`config.mk`:
```
export PLATFORM = sky130hd
export DESIGN_NAME = sreg_write_port
export DESIGN_NICKNAME = d
export VERILOG_FILES = /design/src/rtl/sreg_pkg.sv /design/src/rtl/sreg_deframer.sv /design/src/rtl/sreg_line_timer.sv /design/src/rtl/sreg_write_port.sv
export SDC_FILE = /design/constraint.sdc
export NUM_CORES = 1
export LEC_CHECK = 0
export CAP_MARGIN = 20
export CORE_UTILIZATION = 35
export CTS_BUF_LIST = sky130_fd_sc_hd__clkbuf_4 sky130_fd_sc_hd__clkbuf_8
export DETAILED_ROUTE_END_ITERATION = 10
export GPL_TIMING_DRIVEN = 0
export SYNTH_ARGS = -nofsm -noshare
export SYNTH_HDL_FRONTEND = slang
export SYNTH_SLANG_ARGS = --single-unit
```
`constraint.sdc`:
```
create_clock -name clk -period 2.2 [get_ports clk]
set_input_delay 0.66 -clock clk [delete_from_list [all_inputs] [get_ports clk]]
set_output_delay 0.66 -clock clk [all_outputs]
set_load 0.02 [all_outputs]
```
`src/rtl/sreg_pkg.sv`:
```
package sreg_pkg;
  localparam int DW = 24;
  localparam int AW = 8;

  function automatic int reg_width(int idx);
    case (idx % 4)
      0:       return 8;
      1:       return 12;
      2:       return 16;
      default: return 24;
    endcase
  endfunction

  function automatic logic [DW-1:0] width_mask(int idx);
    return {DW{1'b1}} >> (DW - reg_width(idx));
  endfunction
endpackage

```
`src/rtl/sreg_deframer.sv`:
```
module sreg_deframer
  import sreg_pkg::*;
#(
  localparam int CW = $clog2(DW)
) (
  input  logic          clk,
  input  logic          rst_n,
  input  logic          load_n,
  input  logic          sclk,
  input  logic          sdata,
  output logic          wr_en,
  output logic [AW-1:0] wr_addr,
  output logic [DW-1:0] wr_data,
  output logic          load_rise,
  output logic          load_idle,
  output logic [CW-1:0] bit_cnt,
  output logic          addr_phase
);
  logic ld_meta, ld_sync, ld_prev;
  logic ck_meta, ck_sync, ck_prev;
  logic sd_meta, sd_sync;
  logic [DW-1:0] sh_q, sh_d;
  logic [AW-1:0] addr_q, addr_d;
  logic [CW-1:0] cnt_d;
  logic          aph_d;
  logic          wr_en_d;
  logic [AW-1:0] wr_addr_d;
  logic [DW-1:0] wr_data_d;
  logic          sck_rise;

  always_ff @(posedge clk or negedge rst_n) begin
    if (!rst_n) begin
      ld_meta <= 1'b1; ld_sync <= 1'b1; ld_prev <= 1'b1;
      ck_meta <= 1'b0; ck_sync <= 1'b0; ck_prev <= 1'b0;
      sd_meta <= 1'b0; sd_sync <= 1'b0;
    end else begin
      ld_meta <= load_n; ld_sync <= ld_meta; ld_prev <= ld_sync;
      ck_meta <= sclk;   ck_sync <= ck_meta; ck_prev <= ck_sync;
      sd_meta <= sdata;  sd_sync <= sd_meta;
    end
  end

  assign sck_rise  = ck_sync & ~ck_prev;
  assign load_rise = ld_sync & ~ld_prev;
  assign load_idle = ld_sync;

  always_comb begin
    sh_d      = sh_q;
    addr_d    = addr_q;
    cnt_d     = bit_cnt;
    aph_d     = addr_phase;
    wr_en_d   = 1'b0;
    wr_addr_d = wr_addr;
    wr_data_d = wr_data;
    if (ld_sync) begin
      cnt_d = '0;
      aph_d = 1'b1;
    end else if (sck_rise) begin
      sh_d = {sd_sync, sh_q[DW-1:1]};
      if (addr_phase) begin
        if (bit_cnt == CW'(AW-1)) begin
          addr_d = sh_d[DW-1 -: AW];
          aph_d  = 1'b0;
          cnt_d  = '0;
        end else begin
          cnt_d = bit_cnt + 1'b1;
        end
      end else if (bit_cnt == CW'(DW-1)) begin
        wr_en_d   = 1'b1;
        wr_addr_d = addr_q;
        wr_data_d = sh_d;
        addr_d    = addr_q + 1'b1;
        cnt_d     = '0;
      end else begin
        cnt_d = bit_cnt + 1'b1;
      end
    end
  end

  always_ff @(posedge clk or negedge rst_n) begin
    if (!rst_n) begin
      sh_q       <= '0;
      addr_q     <= '0;
      bit_cnt    <= '0;
      addr_phase <= 1'b1;
      wr_en      <= 1'b0;
      wr_addr    <= '0;
      wr_data    <= '0;
    end else begin
      sh_q       <= sh_d;
      addr_q     <= addr_d;
      bit_cnt    <= cnt_d;
      addr_phase <= aph_d;
      wr_en      <= wr_en_d;
      wr_addr    <= wr_addr_d;
      wr_data    <= wr_data_d;
    end
  end
endmodule

```
`src/rtl/sreg_line_timer.sv`:
```
module sreg_line_timer #(
  parameter int LW = 12
) (
  input  logic          clk,
  input  logic          rst_n,
  input  logic          vsync,
  input  logic          hsync,
  input  logic [LW-1:0] upd_line,
  output logic          commit
);
  logic vs_meta, vs_sync, vs_prev;
  logic hs_meta, hs_sync, hs_prev;
  logic vs_fall, hs_fall;
  logic armed_q, armed_d;
  logic [LW-1:0] line_q, line_d;
  logic commit_d;

  always_ff @(posedge clk or negedge rst_n) begin
    if (!rst_n) begin
      vs_meta <= 1'b1; vs_sync <= 1'b1; vs_prev <= 1'b1;
      hs_meta <= 1'b1; hs_sync <= 1'b1; hs_prev <= 1'b1;
    end else begin
      vs_meta <= vsync; vs_sync <= vs_meta; vs_prev <= vs_sync;
      hs_meta <= hsync; hs_sync <= hs_meta; hs_prev <= hs_sync;
    end
  end

  assign vs_fall = vs_prev & ~vs_sync;
  assign hs_fall = hs_prev & ~hs_sync;

  always_comb begin
    armed_d  = armed_q;
    line_d   = line_q;
    commit_d = 1'b0;
    if (vs_fall) begin
      armed_d = 1'b1;
      line_d  = '0;
    end else if (hs_fall && armed_q) begin
      if (line_q == upd_line) begin
        commit_d = 1'b1;
        armed_d  = 1'b0;
      end else begin
        line_d = line_q + 1'b1;
      end
    end
  end

  always_ff @(posedge clk or negedge rst_n) begin
    if (!rst_n) begin
      armed_q <= 1'b0;
      line_q  <= '0;
      commit  <= 1'b0;
    end else begin
      armed_q <= armed_d;
      line_q  <= line_d;
      commit  <= commit_d;
    end
  end
endmodule

```
`src/rtl/sreg_write_port.sv`:
```
module sreg_write_port
  import sreg_pkg::*;
#(
  parameter int          NREG      = 16,
  parameter logic [15:0] IMM_MASK  = 16'h000F,
  parameter int          HOLD_ADDR = 0,
  parameter int          LINE_ADDR = 1,
  parameter int          LW        = 12
) (
  input  logic               clk,
  input  logic               rst_n,
  input  logic               ser_load_n,
  input  logic               ser_clk,
  input  logic               ser_data,
  input  logic               vsync,
  input  logic               hsync,
  output logic [NREG*DW-1:0] act_flat
);
  localparam int CW = $clog2(DW);

  logic          wr_en;
  logic [AW-1:0] wr_addr;
  logic [DW-1:0] wr_data;
  logic          load_rise;
  logic          ld_idle;
  logic [CW-1:0] bit_cnt;
  logic          addr_phase;
  logic          line_commit;
  logic          hold_bit;
  logic          sync_go;
  logic [DW-1:0] shadow_q [NREG];
  logic [DW-1:0] active_q [NREG];

  sreg_deframer u_deframer (
    .clk(clk), .rst_n(rst_n), .load_n(ser_load_n), .sclk(ser_clk),
    .sdata(ser_data), .wr_en(wr_en), .wr_addr(wr_addr), .wr_data(wr_data),
    .load_rise(load_rise), .load_idle(ld_idle), .bit_cnt(bit_cnt),
    .addr_phase(addr_phase)
  );

  assign hold_bit = active_q[HOLD_ADDR][0];
  assign sync_go  = line_commit & ~hold_bit;

  sreg_line_timer #(.LW(LW)) u_timer (
    .clk(clk), .rst_n(rst_n), .vsync(vsync), .hsync(hsync),
    .upd_line(active_q[LINE_ADDR][LW-1:0]), .commit(line_commit)
  );

  for (genvar i = 0; i < NREG; i++) begin : g_reg
    logic [DW-1:0] shadow_d, active_d;
    logic          take;

    if (IMM_MASK[i]) begin : g_imm
      assign take = load_rise;
    end else begin : g_sync
      assign take = sync_go;
    end

    always_comb begin
      shadow_d = shadow_q[i];
      active_d = active_q[i];
      if (wr_en && wr_addr == AW'(i)) shadow_d = wr_data & width_mask(i);
      if (take) active_d = shadow_q[i];
    end

    always_ff @(posedge clk or negedge rst_n) begin
      if (!rst_n) begin
        shadow_q[i] <= '0;
        active_q[i] <= '0;
      end else begin
        shadow_q[i] <= shadow_d;
        active_q[i] <= active_d;
      end
    end

    assign act_flat[i*DW +: DW] = active_q[i];
  end
endmodule

```
== Word-level counts from Yosys, hierarchy flattened ==
Index checks and enable logic that the tools add are counted.

* Bits in registers: 579
* Output and inout bits: 384

* Add/sub/neg operators: 3
* Eq/ne operators: 20
* Mux-type cells: 25
* Bitwise operators: 12
* Reductions and logical operators: 27

{| class="wikitable"
|+ Operator list
! operator !! count
|-
| $eq A8 B4 Y1 const B || 8
|-
| $mux W12 || 3
|-
| $eq A8 B3 Y1 const B || 4
|-
| $mux W5 || 5
|-
| $mux W8 || 3
|-
| $logic_and A1 B1 Y1 || 17
|-
| $eq A8 B2 Y1 const B || 2
|-
| $mux W1 || 14
|-
| $add A12 B1 Y12 const B || 1
|-
| $eq A12 B12 Y1 || 1
|-
| $add A8 B1 Y8 const B || 1
|-
| $eq A8 B1 Y1 const B || 1
|-
| $logic_not A8 Y1 || 1
|-
| $reduce_and A4 Y1 || 2
|-
| $reduce_bool A2 Y1 || 4
|-
| $not A1 Y1 || 7
|-
| $reduce_and A2 Y1 || 3
|-
| $add A5 B1 Y5 const B || 1
|-
| $and A1 B1 Y1 || 5
|-
| $eq A5 B3 Y1 const B || 1
|-
| $eq A5 B5 Y1 const B || 1
|-
| $ne A2 B1 Y1 const B || 1
|-
| $ne A2 B2 Y1 const B || 1
|}

== Logic depth before layout (Yosys ltp) ==
* Word-level depth: 5
* Gate-level depth with buffers: 7
* Gate-level depth less buffers: 6

== Hierarchy ==
A second synthesis with hierarchy kept.

* Cell total of the unflattened synthesis: 1522
* Area total of the unflattened synthesis: 23393.7 um^2

{| class="wikitable"
|+ Modules (own cells, without submodules)
! module !! instances !! cells each !! area each (um^2)
|-
| sreg_write_port || 1 || 1190 || 19058.3
|-
| sreg_deframer || 1 || 224 || 3151.8
|-
| sreg_line_timer || 1 || 108 || 1183.6
|}

== Worst setup path after synthesis ==
OpenSTA, ideal clock, no wires.

* Path kind: reg-to-reg
* Start: register u_deframer.wr_addr[5]
* End: register shadow_q[264] in the netlist's numbering
* Arrival: 1.850 ns
* Data required time: 2.075 ns
* Path slack: 0.226 ns
* Cell stages (with the launch flop): 6
* Path buffers: 1
* Path through: dfrtp_1 > nor4_2 > or3b_1 > buf_6 > nor3_4 > mux2_2

* Word-level cells in the longest chain between the ends: 2

{| class="wikitable"
|+ Ends and longest elaborated chain
! item !! RTL line !! source
|-
| from (decl) || sreg_deframer.sv:12 || <nowiki>output logic [AW-1:0] wr_addr,</nowiki>
|-
| from (signal assigned) || sreg_deframer.sv:95 || <nowiki>wr_addr <= wr_addr_d;</nowiki>
|-
| $eq A8 B3 Y1 || sreg_write_port.sv:62 || <nowiki>if (wr_en && wr_addr == AW'(i)) shadow_d = wr_data & width_mask(i);</nowiki>
|-
| $logic_and A1 B1 Y1 || sreg_write_port.sv:62 ||
|-
| to (signal, indexed assignment) || sreg_write_port.sv:71 || <nowiki>shadow_q[i] <= shadow_d;</nowiki>
|-
| to (decl) || sreg_write_port.sv:31 || <nowiki>logic [DW-1:0] shadow_q [NREG];</nowiki>
|}

Every way passes these cells.
A chain may end at the register's enable or synchronous reset.

== Final worst setup path ==
* Start: register u_deframer.ld_sync, in the netlist u_deframer.load_idle
* End: register u_deframer.wr_data[21]

* Word-level cells in the longest chain between the ends: 2

{| class="wikitable"
|+ Ends and longest elaborated chain
! item !! RTL line !! source
|-
| from (decl) || sreg_deframer.sv:19 || <nowiki>logic ld_meta, ld_sync, ld_prev;</nowiki>
|-
| from (signal assigned) || sreg_deframer.sv:37 || <nowiki>ld_meta <= load_n; ld_sync <= ld_meta; ld_prev <= ld_sync;</nowiki>
|-
| $not A1 Y1 (no line) || -- ||
|-
| $reduce_and A4 Y1 (no line) || -- ||
|-
| to (signal assigned) || sreg_deframer.sv:96 || <nowiki>wr_data <= wr_data_d;</nowiki>
|-
| to (decl) || sreg_deframer.sv:13 || <nowiki>output logic [DW-1:0] wr_data,</nowiki>
|}

Every way passes these cells.

==> results.md <==
* Outcome: finished, final reports clean
* Die extent in x at 259 µm
* Router iterations before antenna repair at 5
* Global-route wire length before repair at 87.1 mm
* Most prevalent standard cell on the critical path: sky130_fd_sc_hd__buf_2
* Worst VDD drop at 0.000390 V
* Worst endpoint data arrival time at 2.72 ns
* Port-buffer cells at 246
* CP max FO at 10
* Unrepaired setup endpoints after global routing: true
* Maximum number of pins on one net before global-route repair at 123
* Placeable core region at 64,800 µm²
* Critical-path cell list: or3b_1, buf_2, nor3_4, buf_2, mux2_2
* Cell count after synthesis at 1,569
* TritonCTS clock tree: yes
* Portion of the post-synthesis area used by sequential elements at 62.8%
* Reg-to-reg startpoint: u_deframer.load_idle
* Post-synthesis cell type with the largest combined area: sky130_fd_sc_hd__dfrtp_1
* Number of endpoints with negative hold slack in the final report at 0
* Max Transition Viols Final at 0
* Latest clock arrival within the worst-skew pair at 0.72 ns
* Total number of H-tree levels at 3
* Worst Clk Skew at 0.0484 ns
* Ratio of cells with drive above 1 in the final layout at 42.8%
* Post-detailed-route DRC marker count at 0
* Iteration-0 DRC count of the detailed router at 609
* Top-Level Pins at 391
* Overall die area at 66,900 µm²
* Shortest clock period the worst path allows after layout at 2.16 ns
* Slowest cell delay on critical path at 0.40 ns
* FF-to-FF setup slack at 0.04 ns
* Gp weighted congestion at 0.811
* Worst slew margin relative to its limit at 24.9%
* Fraction of post-synthesis cell area in the top cell type by area at 61.6%
* Filler Cells Inserted at 5,986
* Period utilisation layout at 98.3%
* Number of antenna violations at the first check in global routing at 3
* Total stage count of the critical path at 5
* Synth area leaders: sky130_fd_sc_hd__dfrtp_1, sky130_fd_sc_hd__mux2_2, sky130_fd_sc_hd__buf_4
* Detail-routed net length per standard cell at 19.0 µm
* Cell leakage power at 16.3 nW
* Class of the tightest hold or removal check: in2async
* Synthesized area at 23,100 µm²
* Crit path max-delay family: simple AND/OR/NAND/NOR gates
* Final core utilization at 45.2%
* Total via count after detailed routing at 13,578
* Setup crit end kind: flip-flop
* Critical-path top delay cell: sky130_fd_sc_hd__dfstp_2
* Category of the critical setup timing path: reg2reg
* Final #Nets at 2,073
* Worst r2r path cells at 5
* Required time worst endpoint at 2.76 ns
* Power per cell area at 777 nW/µm²
* Detailed placement HPWL at 39.4 mm
* Final number of setup-violating endpoints at 0
* Post-synthesis area per instance at 14.7 µm²
* Final Total Pwr at 22.8 mW
* Number of cell rows at 93
* Min Hold Slack at 0.0388 ns
* Worst-case clock buffer depth at 3
* Post-synth ARST share at 100%
* Hold buffer count at cts at 0
* Sum of routed wire length over all layers at 57.2 mm
* Max capacitance violation total at 0
* Synth warn at 0
* Reg-to-Reg End: u_deframer.wr_data[21]
* Distinct cell type count after synthesis at 48
* Routed via count divided by cell count at 4.52
* Starting density of the core at 35.6%
* Remaining Overflow, GRT at 0
* Synthesis-to-layout area growth at 26.9%
* Die span in y at 259 µm
* Combined global-route utilization of all metal layers at 17.3%
* Clk Tree Root Cell: sky130_fd_sc_hd__clkbuf_8
* Primary flip-flop cell chosen by synthesis mapping: sky130_fd_sc_hd__dfrtp_1
* Synth Register Bits at 578
* CTS buffer count at 99
* Number of synthesized flops with an enable pin at 0
* Timing-limited maximum frequency at 0.463 GHz
* Clock transition at the registers of the reported paths at 0.06 ns
* Via count of the first global-routing pass at 14,189
* Final ANT Viol Nets at 0
* CTS sink cnt at 578
* Slew at the pin closest to its max-slew limit at 1.13 ns
* Buffers and inverters on the worst path at 2
* Worst setup SP type: flip-flop
[what timing repair did]
action                     in CTS  in global routing
setup endpoints to repair     591                168
setup buffers                   1                  2
resized for setup             275                 29
pin swaps                       1                  3
[area by class of cell]
cell class	count	area, µm²	share of cell area (%)
antenna	3	7.51	0.0256
multi-input combinational	908	7750	26.5
clock inverter	19	213	0.727
tap	855	1070	3.65
inverter	6	22.5	0.0769
buffer	217	1420	4.86
timing repair buffer	253	2340	8.01
clock buffer	164	1960	6.71
sequential	578	14500	49.5
[cell usage after synthesis (5+ instances only)]
cell type                  number
sky130_fd_sc_hd__dfrtp_1      568
sky130_fd_sc_hd__mux2_2       512
sky130_fd_sc_hd__buf_4        144
sky130_fd_sc_hd__nand2_1       94
sky130_fd_sc_hd__clkbuf_1      51
sky130_fd_sc_hd__nor2_1        29
sky130_fd_sc_hd__buf_2         22
sky130_fd_sc_hd__o21ai_0       15
sky130_fd_sc_hd__xor2_1        13
sky130_fd_sc_hd__dfstp_2       10
sky130_fd_sc_hd__nor3_1         9
sky130_fd_sc_hd__a21oi_1        8
sky130_fd_sc_hd__nand3_1        8
sky130_fd_sc_hd__a22o_1         6
sky130_fd_sc_hd__and3_1         6
sky130_fd_sc_hd__inv_1          6
sky130_fd_sc_hd__nand2b_1       5
sky130_fd_sc_hd__nor2b_1        5
[state kept, by name, indices dropped and copies added, names as in the netlist, 5 cells and up]
name	cells
act_flat	240
shadow_q	240
u_deframer.addr_q	8
u_deframer.bit_cnt	5
u_deframer.sh_q	23
u_deframer.wr_addr	8
u_deframer.wr_data	24
u_timer.line_q	12
[worst max path at each step]
| stage | start | end | slack, ns |
|---|---|---|---|
| floorplan | u_deframer.wr_addr[5] | shadow_q[264] | 0.23 |
| global placement | rst_n | shadow_q[222] | -24.85 |
| detailed placement | act_flat[0] | act_flat[268] | -1.05 |
| CTS | u_deframer.wr_addr[5] | shadow_q[213] | -0.02 |
| global route | u_deframer.load_idle | u_deframer.wr_data[14] | -0.04 |
| finish | u_deframer.load_idle | u_deframer.wr_data[21] | 0.04 |
[cells in the final DEF (no fill, tap or decap), types with 13 or more instances in the layout]
cell type	count
sky130_fd_sc_hd__mux2_2	512
sky130_fd_sc_hd__nand2_1	90
sky130_fd_sc_hd__clkbuf_8	117
sky130_fd_sc_hd__buf_2	19
sky130_fd_sc_hd__clkbuf_1	36
sky130_fd_sc_hd__clkbuf_2	15
sky130_fd_sc_hd__o21ai_0	15
sky130_fd_sc_hd__dfrtp_1	568
sky130_fd_sc_hd__xor2_1	13
sky130_fd_sc_hd__dlygate4sd2_1	220
sky130_fd_sc_hd__nor2_1	28
sky130_fd_sc_hd__conb_1	144
sky130_fd_sc_hd__clkbuf_4	48
sky130_fd_sc_hd__clkdlybuf4s15_1	15
sky130_fd_sc_hd__buf_4	147
[metal layers]
metal | global-route usage (%) | up-vias | wire length, µm
li1 | - | 6169 | -
met1 | 21.8 | 6985 | 24300
met2 | 28.8 | 327 | 28300
met3 | 4.29 | 97 | 3300
met4 | 5.80 | 0 | 1290
met5 | 0 | - | 0
[cell families after synthesis]
group,after synthesis,share of synthesized area [%]
multiplexers,514,25.1
buffers and inverters,226,6.17
adder cells (fa/ha/maj),3,0.163
XOR/XNOR,15,0.570
AND/OR/NAND/NOR,182,3.72
flip-flops,578,62.8
other,1,0.0163
AO/OA/AOI/OAI,50,1.49
[per-stage QoR]
stage | cell area (µm²) | setup TNS [ns] | std cells | setup slack [ns]
2_1_floorplan | 23600 | 0 | 1712 | 0.226
4_1_cts | 29200 | -0.131 | 3000 | -0.0187
6_report | 29300 | 0 | 3003 | 0.0384
3_5_place_dp | 27200 | -180.01 | 2817 | -1.05
3_3_place_gp | 27100 | - | 2813 | -24.85
5_1_grt | 29300 | -0.294 | 3000 | -0.0355
[power by group]
part / internal [mW] / total, mW / leakage [nW] / switching (mW)
Clock: 5.93 / 10.4 / 1.17 / 4.48
Sequential: 10.7 / 10.8 / 8.02 / 0.0834
Combinational: 0.548 / 1.53 / 7.10 / 0.982
Total: 17.2 / 22.8 / 16.3 / 5.55
(Power assumes the default switching activity.)
